**config.mk**
```make
export PLATFORM = sky130hd
export DESIGN_NAME = qpi_burst_loader
export DESIGN_NICKNAME = d
export VERILOG_FILES = /design/src/rtl/qbl_pkg.sv /design/src/rtl/qbl_hdr_mux.sv /design/src/rtl/qbl_byte_pack.sv /design/src/rtl/qbl_ctrl.sv /design/src/rtl/qpi_burst_loader.sv
export SDC_FILE = /design/constraint.sdc
export NUM_CORES = 1
export LEC_CHECK = 0
export BUFFER_PORTS_ARGS = -buffer_cell sky130_fd_sc_hd__buf_2
export CAP_MARGIN = 25
export CORE_MARGIN = 2
export CORE_UTILIZATION = 25
export CTS_BUF_LIST = sky130_fd_sc_hd__clkbuf_4
export DETAILED_ROUTE_END_ITERATION = 12
export SLEW_MARGIN = 20
export SYNTH_ARGS = -nofsm -noshare
export SYNTH_HDL_FRONTEND = slang
export SYNTH_SLANG_ARGS = --single-unit
```
**constraint.sdc**
```tcl
create_clock -name clk -period 1.8 [get_ports clk]
set_input_delay 0.36 -clock clk [delete_from_list [all_inputs] [get_ports clk]]
set_output_delay 0.36 -clock clk [all_outputs]
set_load 0.01 [all_outputs]
```
**src/rtl/qbl_pkg.sv**
```systemverilog
package qbl_pkg;
  typedef enum logic [2:0] {
    S_IDLE  = 3'd0,
    S_PEND  = 3'd1,
    S_HDR   = 3'd2,
    S_DUMMY = 3'd3,
    S_DATA  = 3'd4
  } qbl_state_t;

  localparam int HDR_NIBBLES = 8;
  localparam int SRC_W       = 24;
endpackage

```
**src/rtl/qbl_hdr_mux.sv**
```systemverilog
module qbl_hdr_mux
  import qbl_pkg::*;
#(
  parameter logic [7:0] READ_CMD = 8'hEB
) (
  input  logic [SRC_W-1:0] src,
  input  logic [2:0]       idx,
  output logic [3:0]       nib
);
  localparam int HDR_W = 8 + SRC_W;

  logic [HDR_W-1:0] header;
  logic [3:0]       nibs [HDR_NIBBLES];

  assign header = {READ_CMD, src};

  // nibble 0 is the most significant one, sent first
  for (genvar g = 0; g < HDR_NIBBLES; g++) begin : g_nib
    assign nibs[g] = header[HDR_W-1-4*g -: 4];
  end

  assign nib = nibs[idx];
endmodule

```
**src/rtl/qbl_byte_pack.sv**
```systemverilog
module qbl_byte_pack #(
  parameter int DST_W = 17
) (
  input  logic             in_data,
  input  logic [3:0]       dq_hi,
  input  logic [3:0]       dq_lo,
  input  logic [DST_W-1:0] dst,
  output logic             ram_we,
  output logic [DST_W-1:0] ram_addr,
  output logic [7:0]       ram_wdata
);
  // rising-edge nibble forms the upper half of the byte
  assign ram_we    = in_data;
  assign ram_addr  = dst;
  assign ram_wdata = {dq_hi, dq_lo};
endmodule

```
**src/rtl/qbl_ctrl.sv**
```systemverilog
module qbl_ctrl
  import qbl_pkg::*;
#(
  parameter int DST_W = 17,
  parameter int LEN_W = 17,
  parameter int DUMMY = 4
) (
  input  logic             clk,
  input  logic             rst_n,
  input  logic             start,
  input  logic [SRC_W-1:0] src_addr,
  input  logic [DST_W-1:0] dst_addr,
  input  logic [LEN_W-1:0] length,
  input  logic             gpu_busy,
  output logic             active,
  output logic             in_hdr,
  output logic             in_data,
  output logic [2:0]       hdr_idx,
  output logic [SRC_W-1:0] src,
  output logic [DST_W-1:0] dst,
  output logic             done
);
  localparam int MAXC  = (DUMMY > HDR_NIBBLES) ? DUMMY : HDR_NIBBLES;
  localparam int CNT_W = $clog2(MAXC + 1);
  localparam logic [CNT_W-1:0] HDR_LAST = CNT_W'(HDR_NIBBLES - 1);
  localparam logic [CNT_W-1:0] DUM_LAST = CNT_W'(DUMMY - 1);

  qbl_state_t       state_q, state_d;
  logic [CNT_W-1:0] cnt_q, cnt_d;
  logic [LEN_W-1:0] rem_q, rem_d;
  logic [DST_W-1:0] dst_q, dst_d;
  logic [SRC_W-1:0] src_q, src_d;
  logic             done_q, done_d;
  logic             par_en, cnt_en;

  always_comb begin
    state_d = state_q;
    cnt_d   = cnt_q;
    rem_d   = rem_q;
    dst_d   = dst_q;
    src_d   = src_q;
    done_d  = 1'b0;
    par_en  = 1'b0;
    cnt_en  = 1'b0;
    unique case (state_q)
      S_IDLE: begin
        if (start && (length != '0)) begin
          state_d = S_PEND;
          src_d   = src_addr;
          dst_d   = dst_addr;
          rem_d   = length;
          par_en  = 1'b1;
        end
      end
      S_PEND: begin
        if (!gpu_busy) begin
          state_d = S_HDR;
          cnt_d   = '0;
          cnt_en  = 1'b1;
        end
      end
      S_HDR: begin
        cnt_en = 1'b1;
        if (cnt_q == HDR_LAST) begin
          state_d = S_DUMMY;
          cnt_d   = '0;
        end else begin
          cnt_d = cnt_q + 1'b1;
        end
      end
      S_DUMMY: begin
        cnt_en = 1'b1;
        if (cnt_q == DUM_LAST) begin
          state_d = S_DATA;
          cnt_d   = '0;
        end else begin
          cnt_d = cnt_q + 1'b1;
        end
      end
      S_DATA: begin
        par_en = 1'b1;
        rem_d  = rem_q - 1'b1;
        dst_d  = dst_q + 1'b1;
        if (rem_q == LEN_W'(1)) begin
          state_d = S_IDLE;
          done_d  = 1'b1;
        end
      end
      default: state_d = S_IDLE;
    endcase
  end

  always_ff @(posedge clk or negedge rst_n) begin
    if (!rst_n) begin
      state_q <= S_IDLE;
      done_q  <= 1'b0;
    end else begin
      state_q <= state_d;
      done_q  <= done_d;
    end
  end

  always_ff @(posedge clk or negedge rst_n) begin
    if (!rst_n) begin
      cnt_q <= '0;
    end else if (cnt_en) begin
      cnt_q <= cnt_d;
    end
  end

  always_ff @(posedge clk or negedge rst_n) begin
    if (!rst_n) begin
      rem_q <= '0;
      dst_q <= '0;
      src_q <= '0;
    end else if (par_en) begin
      rem_q <= rem_d;
      dst_q <= dst_d;
      src_q <= src_d;
    end
  end

  assign in_hdr  = (state_q == S_HDR);
  assign in_data = (state_q == S_DATA);
  assign active  = in_hdr || in_data || (state_q == S_DUMMY);
  assign hdr_idx = cnt_q[2:0];
  assign src     = src_q;
  assign dst     = dst_q;
  assign done    = done_q;
endmodule

```
**src/rtl/qpi_burst_loader.sv**
```systemverilog
module qpi_burst_loader
  import qbl_pkg::*;
#(
  parameter int         DST_W    = 17,
  parameter int         LEN_W    = 17,
  parameter int         DUMMY    = 4,
  parameter logic [7:0] READ_CMD = 8'hEB
) (
  input  logic             clk,
  input  logic             rst_n,
  input  logic             start,
  input  logic [23:0]      src_addr,
  input  logic [DST_W-1:0] dst_addr,
  input  logic [LEN_W-1:0] length,
  input  logic             gpu_busy,
  output logic             qpi_cs_n,
  output logic [3:0]       qpi_dq_out,
  output logic             qpi_dq_oe,
  input  logic [3:0]       qpi_dq_hi,
  input  logic [3:0]       qpi_dq_lo,
  output logic             ram_we,
  output logic [DST_W-1:0] ram_addr,
  output logic [7:0]       ram_wdata,
  output logic             cpu_stall,
  output logic             done
);
  logic             active, in_hdr, in_data;
  logic [2:0]       hdr_idx;
  logic [SRC_W-1:0] src;
  logic [DST_W-1:0] dst;
  logic [3:0]       nib;

  qbl_ctrl #(.DST_W(DST_W), .LEN_W(LEN_W), .DUMMY(DUMMY)) u_ctrl (
    .clk      (clk),
    .rst_n    (rst_n),
    .start    (start),
    .src_addr (src_addr),
    .dst_addr (dst_addr),
    .length   (length),
    .gpu_busy (gpu_busy),
    .active   (active),
    .in_hdr   (in_hdr),
    .in_data  (in_data),
    .hdr_idx  (hdr_idx),
    .src      (src),
    .dst      (dst),
    .done     (done)
  );

  qbl_hdr_mux #(.READ_CMD(READ_CMD)) u_hdr (
    .src (src),
    .idx (hdr_idx),
    .nib (nib)
  );

  qbl_byte_pack #(.DST_W(DST_W)) u_pack (
    .in_data   (in_data),
    .dq_hi     (qpi_dq_hi),
    .dq_lo     (qpi_dq_lo),
    .dst       (dst),
    .ram_we    (ram_we),
    .ram_addr  (ram_addr),
    .ram_wdata (ram_wdata)
  );

  assign qpi_cs_n   = ~active;
  assign cpu_stall  = active;
  assign qpi_dq_oe  = in_hdr;
  assign qpi_dq_out = in_hdr ? nib : 4'h0;
endmodule

```
==> impl_results.md, run 1 <==
* Initial core utilization at 0.254
* Net Sw Power at 3.79 mW
* WL/cell at 16.5 um
* Post-synth EDFFs at 0
* Top cell type's share of synthesized area at 0.448
* CTS clk-pin slew, worst paths at 0.10 ns
* Failing checks: setup timing
* Crit end category: output port
* Routability cong. at 0.857
* Leak Pwr at 2.84 nW
* Final period util at 1.18
* Max_cap viols at 0
* Non-Filler Instances at 789
* Diode count at 0
* Post-synthesis simple-gate area fraction at 0.269
* PnR Total Power at 8.99 mW
* Worst hold path class: in -> reg
* CTS tree: yes
* First-pass GRT wire length at 19.0 mm
* Req. time, crit path at 1.44 ns
* # clock sinks at 66
* Register area at 0.00165 mm2
* Ys flop type: dfrtp_1
* CP arrival at 1.77 ns
* Count leader, synth: nand2_1
* Max stage delay on crit path at 0.54 ns
* Largest family of logic cells by synthesized area: simple AND/OR/NAND/NOR gates
* GR Overflow Total at 0
* Share of post-route cells with drive strength above 1 at 0.574
* NumNets Final at 675
* Synth Cell Area at 0.00368 mm2
* Internal power at 5.20 mW
* Area of the core at 0.0145 mm2
* Post-synth net total at 491
* H-tree Lvls at 3
* Clock buffer depth at 2
* Initial antenna violation count at 1
* Synth cell count leaders: nand2_1, dfrtp_1, nor2_1
* Mux cell area share after synthesis at 0.0326
* Setup WS pre-CTS at -0.218 ns
* Global-route met3 utilization at 0.0441
* Status: finished, violations left
* Unrepaired setup endpoints after global routing: yes
* Async SR Flop Fraction at 1.00
* Finished Core Util at 0.423
* Number of port buffers at 87
* Tmin final at 2.13 ns
* Largest net degree at the start of global routing at 67
* Detail Placement HPWL at 8.28 mm
* Vias in the first global route at 3848
* Netlist cell types at 68
* Fin. max-slew vios at 0
* Clock power frac at 0.093
* RR Startpoint: u_ctrl.state_q[0]
* Worst-margin pin slew at 0.380 ns
* Via count at 3973
* Die W at 125 um
* Final setup viols at 58
* Clk_lat worst skew at 0.44 ns
* Worst hold slack at 0.125 ns
* Sw Ratio at 0.422
* DRC at 0
* Site Rows at 44
* Vias/cell at 5.04
* Comb power frac at 0.591
* Top fanout value on the critical path at 5
* Clock skew at 0.0190 ns
* Compound-Gate Fraction of Synth Area at 0.170
* Worst setup margin at -0.326 ns
* Detail Route Antenna Nets at 0
* Hold Startpoint: src_addr[9]
* Peak supply drop at 0.706 mV
* Multi-input gate area in the final layout at 0.00244 mm2
* Die Y at 125 um
* Synth Area in Adders at 0.0136
* Fillers at 1407
* Top post-synthesis cells by area: dfrtp_1, nand2_1, nor2_1, mux4_2, a21oi_1
* Fmax at 470 MHz
* Total Wirelength at 13.0 mm
* Placed insts at 730
* Post-synth top area cell: dfrtp_1
* Slowest cell on the critical path: mux4_2
* Cell Pwr Density at 1470 mW/mm2
* Top Usage Layer GRT: met2
* # IOs at 104
* Critical path launch point type: flop
* Seq cells post-synth at 66
* Crit path cell chain: mux4_2 -> nor2_2 -> a311oi_2 -> buf_2
* DR pass1 iterations at 5
* Final hold vios at 0
* Reg power frac at 0.316
* Start point of the critical path: u_ctrl.cnt_q[0]
* Worst setup path category: reg -> out
* Synth-to-Final Area Change at 66.3%
* Number of DRC markers in iteration 0 at 226
* GRT Resource Usage Total at 0.150
* Slew headroom at 0.745
* TritonCTS Buffers at 9
* CTS root buffer: clkbuf_4
* Mean Syn Cell Area at 8.84 um2
* Sequential area share after synthesis at 0.448
* M2 GR Usage at 0.255
* Syn. warnings at 0
* Die ar. at 0.0157 mm2
* GR Util met1 at 0.186
* Cell count after synthesis at 417
* Synth Area in XOR/XNOR at 0.00951
==> layer usage <==
metal | wire length [um] | up-vias
met4 | 154 | 2
met5 | 7 | -
li1 | - | 1870
met1 | 5440 | 1957
met2 | 6610 | 128
met3 | 798 | 16
==> final timing paths <==
| kind | end | slack [ns] | cells after the start |
|---|---|---|---|
| setup / recovery | qpi_dq_out[3] | -0.33 | 4 |
| hold / removal | u_ctrl.src[9] | 0.12 | 3 |
| setup reg to reg | u_ctrl.rem_q[11] | -0.17 | 7 |
| hold reg to reg | u_ctrl.src[15] | 0.48 | 2 |
| max in group asynchronous | u_ctrl.cnt_q[1] | 1.01 | 3 |
| min in group asynchronous | u_ctrl.rem_q[2] | 0.46 | 3 |
==> state kept, by name (all words and copies together) (netlist names) <==
signal and cells:
u_ctrl.rem_q 17, u_ctrl.dst 17, u_ctrl.cnt_q 4, u_ctrl.src 24
u_ctrl.state_q 3, u_ctrl.done 1
==> worst max-delay path: cells and delay by family, from the launching register on <==
family,cells,cell delay [ns]
mux,1,0.54
flops,1,0.47
buf+inv,1,0.17
simple gates,1,0.11
compound gates,1,0.05
==> cells in the final DEF, fill, tap and decap left out, types with 5 or more instances in the layout <==
| master | n |
|---|---|
| inv_1 | 8 |
| buf_6 | 41 |
| clkbuf_4 | 10 |
| nand4_1 | 7 |
| dfrtp_1 | 64 |
| nor2_1 | 29 |
| nor3_2 | 6 |
| nand3_1 | 13 |
| buf_2 | 83 |
| clkbuf_16 | 5 |
| o221a_4 | 5 |
| buf_12 | 7 |
| o21ai_0 | 9 |
| nor2_2 | 7 |
| nand2_2 | 39 |
| a21oi_1 | 10 |
| nand2_4 | 13 |
| buf_4 | 63 |
| nor3_1 | 5 |
| a21oi_2 | 7 |
| nand2_1 | 51 |
==> logic make-up (layout without fill, tap and decap cells) <==
logic type,Yosys count,after routing
AO/OA/AOI/OAI,88,88
AND/OR/NAND/NOR,208,208
XOR/XNOR,4,4
flip-flops,66,66
adder cells (fa/ha/maj),4,4
multiplexers,7,7
buffers and inverters,40,228
==> per-stage QoR <==
| step | TNS, ns | instance area, um2 |
|---|---|---|
| after CTS | -6.17 | 5370 |
| after detailed placement | -6.64 | 4760 |
| final | -7.44 | 6130 |
| after global routing | -10.73 | 6130 |
| after floorplan | 0 | 3690 |
| after global placement | -9.23 | 4760 |
==> power groups by stage <==
| stage | Combinational [mW] | Sequential [mW] | Clock (mW) |
|---|---|---|---|
| 2_1_floorplan | 2.08 | 2.76 | 0 |
| 3_3_place_gp | 3.53 | 2.77 | 0 |
| 3_5_place_dp | 3.63 | 2.79 | 0 |
| 4_1_cts | 4.38 | 2.78 | 0.868 |
| 5_1_grt | 5.71 | 2.93 | 0.936 |
| 6_report | 5.31 | 2.84 | 0.836 |
==> cell type report <==
type,instances,area share
clock inverters,5,0.00368
flip-flops and latches,66,0.270
inverters,11,0.00756
multi-input cells,311,0.399
repair buffers,202,0.270
well taps,184,0.0376
clock buffers,10,0.0123
==> repair_timing <==
action	CTS	global route
pin swaps	38	50
setup endpoints to repair	49	66
hold buffers	1	0
resized for setup	90	122
cloned	0	7
endpoints found under the hold margin	66	0
buffers inserted	23	20
(Power assumes the default switching activity.)
==> run 2: changes to the inputs <==
- CTS_CLUSTER_SIZE: unset -> 28
- RECOVER_POWER: unset -> 50
==> impl_results.md, run 2 (synthesized netlist as in run 1, its figures left out) <==
* Number of port buffers at 87 (unchanged)
* Clk_lat worst skew at 0.44 ns (about the same)
* Crit end category: output port
* Reg power frac at 0.317 (about the same)
* Diode count at 0 (unchanged)
* Comb power frac at 0.590 (about the same)
* Worst hold path depth at 3 (unchanged)
* Area post-placement at 0.00476 mm2 (unchanged)
* # IOs at 104 (unchanged)
* Largest net degree at the start of global routing at 67 (unchanged)
* Internal power at 5.20 mW (about the same)
* Commonest non-fill, non-tap cell in the layout: buf_2
* GRT Resource Usage Total at 0.150 (unchanged)
* Total Wirelength at 13.1 mm (+0.32%)
* DR pass1 iterations at 5 (unchanged)
* Peak supply drop at 0.704 mV (-0.16%)
* Worst setup margin at -0.328 ns (-0.00195 ns)
* CTS tree: yes
* TritonCTS Buffers at 9 (unchanged)
* Failing checks: setup timing
* Detail Placement HPWL at 8.28 mm (unchanged)
* Leak Pwr at 2.83 nW (-0.17%)
* Critical path launch point type: flop
* Final hold vios at 0 (unchanged)
* CP arrival at 1.77 ns (about the same)
* Initial core utilization at 0.254 (unchanged)
* Die ar. at 0.0157 mm2 (unchanged)
* Site Rows at 44 (unchanged)
* Slew headroom at 0.343 (-0.402)
* CTS root buffer: clkbuf_4
* Vias/cell at 5.06 (+0.53%)
* Setup tns final at -7.51 ns (-0.0663 ns)
* Clock buffer depth at 2 (unchanged)
* Fin. max-slew vios at 0 (unchanged)
* Worst setup path category: reg -> out
* Req. time, crit path at 1.44 ns (about the same)
* Max reg flops at 24 (unchanged)
* Most frequent cells in the layout: buf_2, dfrtp_1, buf_4
* Area of the core at 0.0145 mm2 (unchanged)
* WL/cell at 16.5 um (+0.32%)
* Unrepaired setup endpoints after global routing: yes
* Sw Ratio at 0.422 (about the same)
* Tmin final at 2.13 ns (+0.00195 ns)
* Max_cap viols at 0 (unchanged)
* Vias in the first global route at 3848 (unchanged)
* DRC at 0 (unchanged)
* Share of post-route cells with drive strength above 1 at 0.574 (unchanged)
* Worst hold path class: in -> reg
* Die Y at 125 um (unchanged)
* Number of DRC markers in iteration 0 at 241 (+6.6%)
* Clock power frac at 0.093 (about the same)
* Finished Core Util at 0.422 (-0.000865)
* R2r worst-path depth at 7 (unchanged)
* Clock skew at 0.0191 ns (+0.0000803 ns)
* CTS clk-pin slew, worst paths at 0.10 ns (about the same)
* Final setup viols at 58 (unchanged)
* NumNets Final at 675 (unchanged)
* Multi-input gate area in the final layout at 0.00244 mm2 (unchanged)
* Fillers at 1409 (+0.14%)
* Status: finished, violations left
* Via count at 3994 (+0.53%)
* Die W at 125 um (unchanged)
* Cell Pwr Density at 1470 mW/mm2 (+0.13%)
* Detail Route Antenna Nets at 0 (unchanged)
* Initial antenna violation count at 1 (unchanged)
* Top fanout value on the critical path at 5 (unchanged)
* Net Sw Power at 3.79 mW (about the same)
* Synth-to-Final Area Change at 65.9%
* Final period util at 1.18 (about the same)
* GR Overflow Total at 0 (unchanged)
* Worst-margin pin slew at 0.986 ns (+0.606 ns)
* H-tree Lvls at 3 (unchanged)
* Final instance area at 0.00611 mm2 (-0.20%)
* Register area at 0.00165 mm2 (unchanged)
* First-pass GRT wire length at 19.0 mm (unchanged)
* Fmax at 470 MHz (about the same)
* Routability cong. at 0.857 (unchanged)
* # clock sinks at 66 (unchanged)
run 2: cell types whose count changed in the layout (fill, tap and decap cells not counted), sizes merged:
cell	before	now
clkbuf	15	16
buf	196	195
run 2: critical path: stages (launching register included):
cell      delay, ns
dfrtp_2        0.47
mux4_2         0.53
nor2_2         0.11
a311oi_2       0.06
buf_2          0.17
run 2: what timing repair did:
| item | 4_1_cts | 5_1_grt |
|---|---|---|
| endpoints found under the hold margin | 66 | 0 |
| gates cloned | 0 | 7 |
| gates resized for setup | 90 | 122 |
| hold buffers | 1 | 0 |
| setup endpoints to repair | 49 | 66 |
| pin swaps | 38 | 50 |
| buffers inserted | 23 | 20 |
run 2: final timing paths:
kind,start,endpoint,slack [ns]
setup / recovery,u_ctrl.cnt_q[0],qpi_dq_out[1],-0.33
hold / removal,src_addr[9],u_ctrl.src[9],0.12
setup reg to reg,u_ctrl.state_q[0],u_ctrl.rem_q[11],-0.18
hold reg to reg,u_ctrl.src[15],u_ctrl.src[15],0.48
max in group asynchronous,rst_n,u_ctrl.cnt_q[1],0.39
min in group asynchronous,rst_n,u_ctrl.rem_q[2],0.68
run 2: stage by stage:
stage	total power [mW]	hold WS, ns	cells	setup slack, ns
6_report	8.99	0.119	789	-0.328
5_1_grt	9.57	0.0827	789	-0.446
4_1_cts	8.02	0.0748	767	-0.375
3_5_place_dp	6.42	0.410	730	-0.218
3_3_place_gp	6.30	0.413	730	-0.259
2_1_floorplan	4.84	0.0644	417	0.0323
run 2: power groups by stage:
stage	combinational (mW)	sequential, mW	clock [mW]
finish	5.30	2.85	0.838
global route	5.71	2.93	0.936
CTS	4.38	2.78	0.868
detailed placement	3.63	2.79	0
global placement	3.53	2.77	0
floorplan	2.08	2.76	0
run 2: cell type report:
class	instances	share of cell area
multi-input combinational	311	0.400
sequential	66	0.271
timing repair buffer	202	0.269
tap	184	0.0377
clock buffer	10	0.0123
inverter	11	0.00757
clock inverter	5	0.00368
run 2: routing by layer:
layer,share of wire,up-vias,GRT usage
met4,0.014,2,0.0366
met1,0.42,1961,0.186
met5,0.00054,-,0
met2,0.51,144,0.255
met3,0.060,20,0.0441
li1,-,1867,-
